## src/rtl/memsel_pkg.sv

```systemverilog
package memsel_pkg;

  typedef enum logic [1:0] {
    KIND_ROM  = 2'd0,
    KIND_HOLE = 2'd1,
    KIND_RAM  = 2'd2
  } region_kind_e;

  // Region index -> kind, given the ROM and hole region counts (ROM lowest).
  function automatic region_kind_e kind_of(input int idx, input int rom_n, input int hole_n);
    if (idx < rom_n)               return KIND_ROM;
    else if (idx < rom_n + hole_n) return KIND_HOLE;
    else                           return KIND_RAM;
  endfunction

endpackage

```

## src/rtl/memsel_region_dec.sv

```systemverilog
module memsel_region_dec #(
  parameter int SEL_W = 3,
  localparam int NREG = 1 << SEL_W
) (
  input  logic [SEL_W-1:0] sel,
  input  logic             en,
  output logic [NREG-1:0]  hit
);

  // Enabled one-hot region decode.
  for (genvar i = 0; i < NREG; i++) begin : g_hit
    assign hit[i] = en && (sel == SEL_W'(i));
  end

endmodule

```

## src/rtl/memsel_select_map.sv

```systemverilog
module memsel_select_map
  import memsel_pkg::*;
#(
  parameter int NREG   = 8,
  parameter int ROM_N  = 2,
  parameter int HOLE_N = 1,
  localparam int RAM_N = NREG - ROM_N - HOLE_N
) (
  input  logic [NREG-1:0]   hit,
  input  logic              rd_wr_n,
  output logic [ROM_N-1:0]  rom_sel,
  output logic [RAM_N-1:0]  ram_sel,
  output logic              hole,
  output logic              we,
  output logic              oe
);

  logic [HOLE_N-1:0] hole_v;

  for (genvar i = 0; i < NREG; i++) begin : g_route
    localparam region_kind_e K = kind_of(i, ROM_N, HOLE_N);
    if (K == KIND_ROM) begin : g_rom
      assign rom_sel[i] = hit[i];
    end else if (K == KIND_HOLE) begin : g_hole
      assign hole_v[i-ROM_N] = hit[i];
    end else begin : g_ram
      assign ram_sel[i-ROM_N-HOLE_N] = hit[i];
    end
  end

  logic any_rom, any_ram;
  assign any_rom = |rom_sel;
  assign any_ram = |ram_sel;
  assign hole    = |hole_v;
  // Writes only reach RAM; reads enable any populated region.
  assign we      = any_ram && !rd_wr_n;
  assign oe      = (any_rom || any_ram) && rd_wr_n;

  // the hole and any chip select never coincide, at most one chip.
  always_comb begin
    assert (!(hole && (any_rom || any_ram)) && $onehot0({rom_sel, ram_sel}))
      else $error("p_excl_sel_r8");
  end

endmodule

```

## src/rtl/memsel_out_stage.sv

```systemverilog
module memsel_out_stage #(
  parameter int           W       = 8,
  parameter logic [W-1:0] IDLE    = '0,
  parameter bit           REG_OUT = 1'b1
) (
  input  logic         clk,
  input  logic         rst,
  input  logic [W-1:0] d,
  output logic [W-1:0] q
);

  if (REG_OUT) begin : g_reg
    always_ff @(posedge clk) begin
      if (rst) q <= IDLE;
      else     q <= d;
    end
  end else begin : g_comb
    assign q = d;
  end

endmodule

```

## src/rtl/memsel_decoder.sv

```systemverilog
module memsel_decoder #(
  parameter int ADDR_W    = 16,
  parameter int SEL_W     = 3,
  parameter int ROM_N     = 2,
  parameter int HOLE_N    = 1,
  parameter bit REGISTER_OUT = 1'b1,
  localparam int NREG     = 1 << SEL_W,
  localparam int RAM_N    = NREG - ROM_N - HOLE_N,
  localparam int CHIP_AW  = ADDR_W - SEL_W
) (
  input  logic               clk,
  input  logic               rst,
  input  logic [ADDR_W-1:0]  addr,
  input  logic               mreq_n,
  input  logic               rd_wr_n,
  output logic [ROM_N-1:0]   rom_cs_n,
  output logic [RAM_N-1:0]   ram_cs_n,
  output logic               ram_we_n,
  output logic               mem_oe_n,
  output logic               resv_hit,
  output logic [CHIP_AW-1:0] chip_addr
);

  localparam int OUT_W = ROM_N + RAM_N + 3 + CHIP_AW;
  localparam logic [OUT_W-1:0] IDLE_V =
    {{ROM_N{1'b1}}, {RAM_N{1'b1}}, 1'b1, 1'b1, 1'b0, {CHIP_AW{1'b0}}};

  logic [NREG-1:0]  hit;
  logic [ROM_N-1:0] rom_sel;
  logic [RAM_N-1:0] ram_sel;
  logic             hole, we, oe;
  logic [OUT_W-1:0] nxt, cur;

  memsel_region_dec #(.SEL_W(SEL_W)) u_dec (
    .sel (addr[ADDR_W-1 -: SEL_W]),
    .en  (!mreq_n),
    .hit (hit)
  );

  memsel_select_map #(.NREG(NREG), .ROM_N(ROM_N), .HOLE_N(HOLE_N)) u_map (
    .hit     (hit),
    .rd_wr_n (rd_wr_n),
    .rom_sel (rom_sel),
    .ram_sel (ram_sel),
    .hole    (hole),
    .we      (we),
    .oe      (oe)
  );

  assign nxt = {~rom_sel, ~ram_sel, ~we, ~oe, hole, addr[CHIP_AW-1:0]};

  memsel_out_stage #(.W(OUT_W), .IDLE(IDLE_V), .REG_OUT(REGISTER_OUT)) u_out (
    .clk (clk),
    .rst (rst),
    .d   (nxt),
    .q   (cur)
  );

  assign {rom_cs_n, ram_cs_n, ram_we_n, mem_oe_n, resv_hit, chip_addr} = cur;

  localparam logic [ADDR_W-1:0] ROM_END  = ADDR_W'(ROM_N << CHIP_AW);
  localparam logic [ADDR_W-1:0] HOLE_END = ADDR_W'((ROM_N + HOLE_N) << CHIP_AW);

  // never two chips driven at once.
  property p_one_chip_r8;
    @(posedge clk) disable iff (rst) $onehot0(~{rom_cs_n, ram_cs_n});
  endproperty
  assert property (p_one_chip_r8) else $error("p_one_chip_r8");

  // a write strobe always comes with exactly one RAM select and no read enable.
  property p_we_ram_only_r5;
    @(posedge clk) disable iff (rst)
      !ram_we_n |-> ($countones(~ram_cs_n) == 1 && &rom_cs_n && mem_oe_n);
  endproperty
  assert property (p_we_ram_only_r5) else $error("p_we_ram_only_r5");

  if (REGISTER_OUT) begin : g_reg_chk
    logic past_ok;
    always_ff @(posedge clk) begin
      if (rst) past_ok <= 1'b0;
      else     past_ok <= 1'b1;
    end

    property p_idle_r4;
      @(posedge clk) disable iff (rst)
        past_ok && $past(mreq_n) |->
          (&rom_cs_n && &ram_cs_n && ram_we_n && mem_oe_n && !resv_hit);
    endproperty
    assert property (p_idle_r4) else $error("p_idle_r4");

    property p_hole_quiet_r2;
      @(posedge clk) disable iff (rst)
        past_ok && $past(!mreq_n && addr >= ROM_END && addr < HOLE_END) |->
          (resv_hit && &rom_cs_n && &ram_cs_n && ram_we_n && mem_oe_n);
    endproperty
    assert property (p_hole_quiet_r2) else $error("p_hole_quiet_r2");

    property p_rom_no_we_r6;
      @(posedge clk) disable iff (rst)
        past_ok && $past(!mreq_n && addr < ROM_END) |->
          (ram_we_n && !(&rom_cs_n) && !resv_hit);
    endproperty
    assert property (p_rom_no_we_r6) else $error("p_rom_no_we_r6");

    property p_addr_pass_r9;
      @(posedge clk) disable iff (rst)
        past_ok |-> chip_addr == $past(addr[CHIP_AW-1:0]);
    endproperty
    assert property (p_addr_pass_r9) else $error("p_addr_pass_r9");
  end

endmodule

```

## config.mk

```make
export PLATFORM = sky130hd
export DESIGN_NAME = memsel_decoder
export DESIGN_NICKNAME = d
export VERILOG_FILES = /design/src/rtl/memsel_pkg.sv /design/src/rtl/memsel_region_dec.sv /design/src/rtl/memsel_select_map.sv /design/src/rtl/memsel_out_stage.sv /design/src/rtl/memsel_decoder.sv
export SDC_FILE = /design/constraint.sdc
export NUM_CORES = 1
export LEC_CHECK = 0
export ABC_AREA = 1
export ABC_CLOCK_PERIOD_IN_PS = 1400
export BUFFER_PORTS_ARGS = -buffer_cell sky130_fd_sc_hd__buf_2
export CORE_MARGIN = 8
export CORE_UTILIZATION = 40
export CTS_CLUSTER_SIZE = 14
export DETAILED_ROUTE_END_ITERATION = 10
export GPL_TIMING_DRIVEN = 0
export PLACE_DENSITY = 0.73
export SETUP_SLACK_MARGIN = 0.2
export SYNTH_ARGS = -nofsm -noshare
export SYNTH_HDL_FRONTEND = slang
export SYNTH_SLANG_ARGS = --single-unit
```

## constraint.sdc

```tcl
create_clock -name clk -period 1.4 [get_ports clk]
set_input_delay 0.14 -clock clk [delete_from_list [all_inputs] [get_ports clk]]
set_output_delay 0.14 -clock clk [all_outputs]
set_load 0.02 [all_outputs]
```

==> run metrics <==
H-tree levels 1; RSZ-0062 raised after global routing false; crit path launch u_out.q[21]$_SDFF_PP1_; post-route minimum period 0.940 ns; die area 0.00331 sq mm; nets@finish 147; DRT iter0 DRCs 10; Final Non-Filler Cells 143; status finished clean; length of routed met3 wiring 133 um; max FFs per register 23; Clock Path Buffers 2; Final ANT Viol Nets 0; GPL Wtd Cong 0.703; critical path class flop to output port; Crit. End Element output port; post-synth top area share 66.8%; Core Area 0.00167 sq mm; DP Wirelength 1.29 mm; WP buf/inv 1; top cells by area, synth dfxtp_1 67%, inv_1 11%, nor2_1 9.8%; HP Start addr[1]; Top reg by flops u_out.q; Post-Route WL 1.51 mm; Final Util 56.8%; Root Driver clkbuf_4; Syn Std Cell Area 689 sq um; Hold Crit Class primary input to flop; Synth-to-Final Area Change 37.6%; actual slew at the worst max-slew pin 0.175 ns; cell breakdown of the critical path buf_2; TNS Setup 0 ns; number of synthesized register bits 23; Mean Syn Cell Area 8.62 sq um; vias per std cell 4.16; drt pass-1 iters 4; CP delay by family, top flip-flops; DR WL met2 808 um; compound-cell area share of the yosys netlist 0%; EDFF count, synth 0; TritonCTS Buffers 3; clk sinks 23; Post-synth ARST share 0%; postcts setup bufs 0; Top Layer Used met4; main combinational cell family by area after synthesis simple AND/OR/NAND/NOR gates; initial antenna violation count 0; gr ovfl total 0; commonest cells in the netlist 23 x dfxtp_1, 20 x inv_1, 18 x nor2_1, 12 x nand2_1, 3 x nor2_2; Crit path largest cell delay 0.34 ns; data required time of the worst path 1.26 ns; Worst setup SP type flop; Simple-Gate Fraction of Synth Area 20.7%; CP max FO 1; Min Hold Slack 0.0325 ns; mux cell area share after synthesis 0%; Power Dens Cells 1170 mW/mm^2; number of global-route vias before repair 566; Chip Height 57.5 um; leak pwr 0.000542 uW; Hold-fix buffers, CTS 0; Post-Synth Adder-Cell Area 0%; most instantiated library cell after synthesis dfxtp_1; Hold Vio Cnt, Final 0; area of the multi-input gates 143 sq um; layout cells sized above 1 41.3%; CTS tree yes; global-route wire length before repair 2.42 mm; Register Area 460 sq um; biggest regs u_out.q: 23 flops; Main synth FF type dfxtp_1; M1 WL 528 um; Final Cycle Share 67.2%; register area share after synthesis 66.8%; setup violators final 0; ANT cells 0; Slowest-stage cell, CP dfxtp_1; post-placement cell area 921 sq um; Peak VDD IR 0.674 mV; PortBufs 42; Max transition margin 88.3%; drt drc 0; Gate Count Post-Synth 80; I/O pin total 43; Design Area, Final 948 sq um; max-cap violations 0; Crit path arrival time 0.80 ns; # fillers 162; synthesized net count 100; synthesis warning total 0; gr usage total 9.34%; Post-Synth XOR/XNOR Area 0%; Inst Count DP 139; pin count of the biggest net entering global routing 14; Synth cell types 9; FMAX 1.06 GHz; # rows 15; cts repair resizes 0; via count 595; Die W 57.5 um; clock-pin slew reported for the worst setup and hold paths after clock tree synthesis 0.12 ns; WL/cell 10.5 um; Final Max Tran Viols 0; Yosys top cell by area dfxtp_1; Initial Util 41.3%
power breakdown:
group / switching, uW / leakage (uW) / total, uW / internal [uW]
Combinational: 82.4 / 0.000334 / 134 / 51.6
Clock: 182 / 0.0000177 / 289 / 106
Sequential: 5.28 / 0.000190 / 685 / 680
Total: 270 / 0.000542 / 1110 / 838
routing by layer:
layer	up-vias	GRT usage, %
met4	0	6.79
met1	257	8.48
li1	311	-
met5	-	0
met2	23	16.4
met3	4	3.81
final cells by class:
type	count	area share, %
Tap cell	17	2.24
Multi-Input combinational cell	35	15.0
Inverter	21	8.31
Buffer	1	0.792
Timing Repair Buffer	42	22.2
Clock buffer	3	2.37
Sequential cell	23	48.5
Clock inverter	1	0.528
cell usage in the layout, fill, tap and decap left out, drive strengths merged:
| cell | synthesis | layout |
|---|---|---|
| buf | 1 | 43 |
| clkinv | 0 | 1 |
| nand3 | 1 | 1 |
| dfxtp | 23 | 23 |
| inv | 21 | 21 |
| clkbuf | 0 | 3 |
| nor2 | 21 | 21 |
| nand2 | 13 | 13 |
metrics by stage:
step / power [uW] / worst slack, ns
after floorplan: 773 / 0.863
after global placement: 833 / 0.648
after detailed placement: 837 / 0.644
after CTS: 1120 / 0.447
after global routing: 1160 / 0.423
final: 1110 / 0.460
logic make-up after synthesis:
logic type | after synthesis
flip-flops | 23
buffers and inverters | 22
AND/OR/NAND/NOR | 35
final timing paths:
kind                                 to  slack, ns  cells past startpoint
setup / recovery            rom_cs_n[0]       0.46                      1
hold / removal    u_out.q[1]$_SDFF_PP0_       0.03                      3
Power figures use the tool's default switching activity.
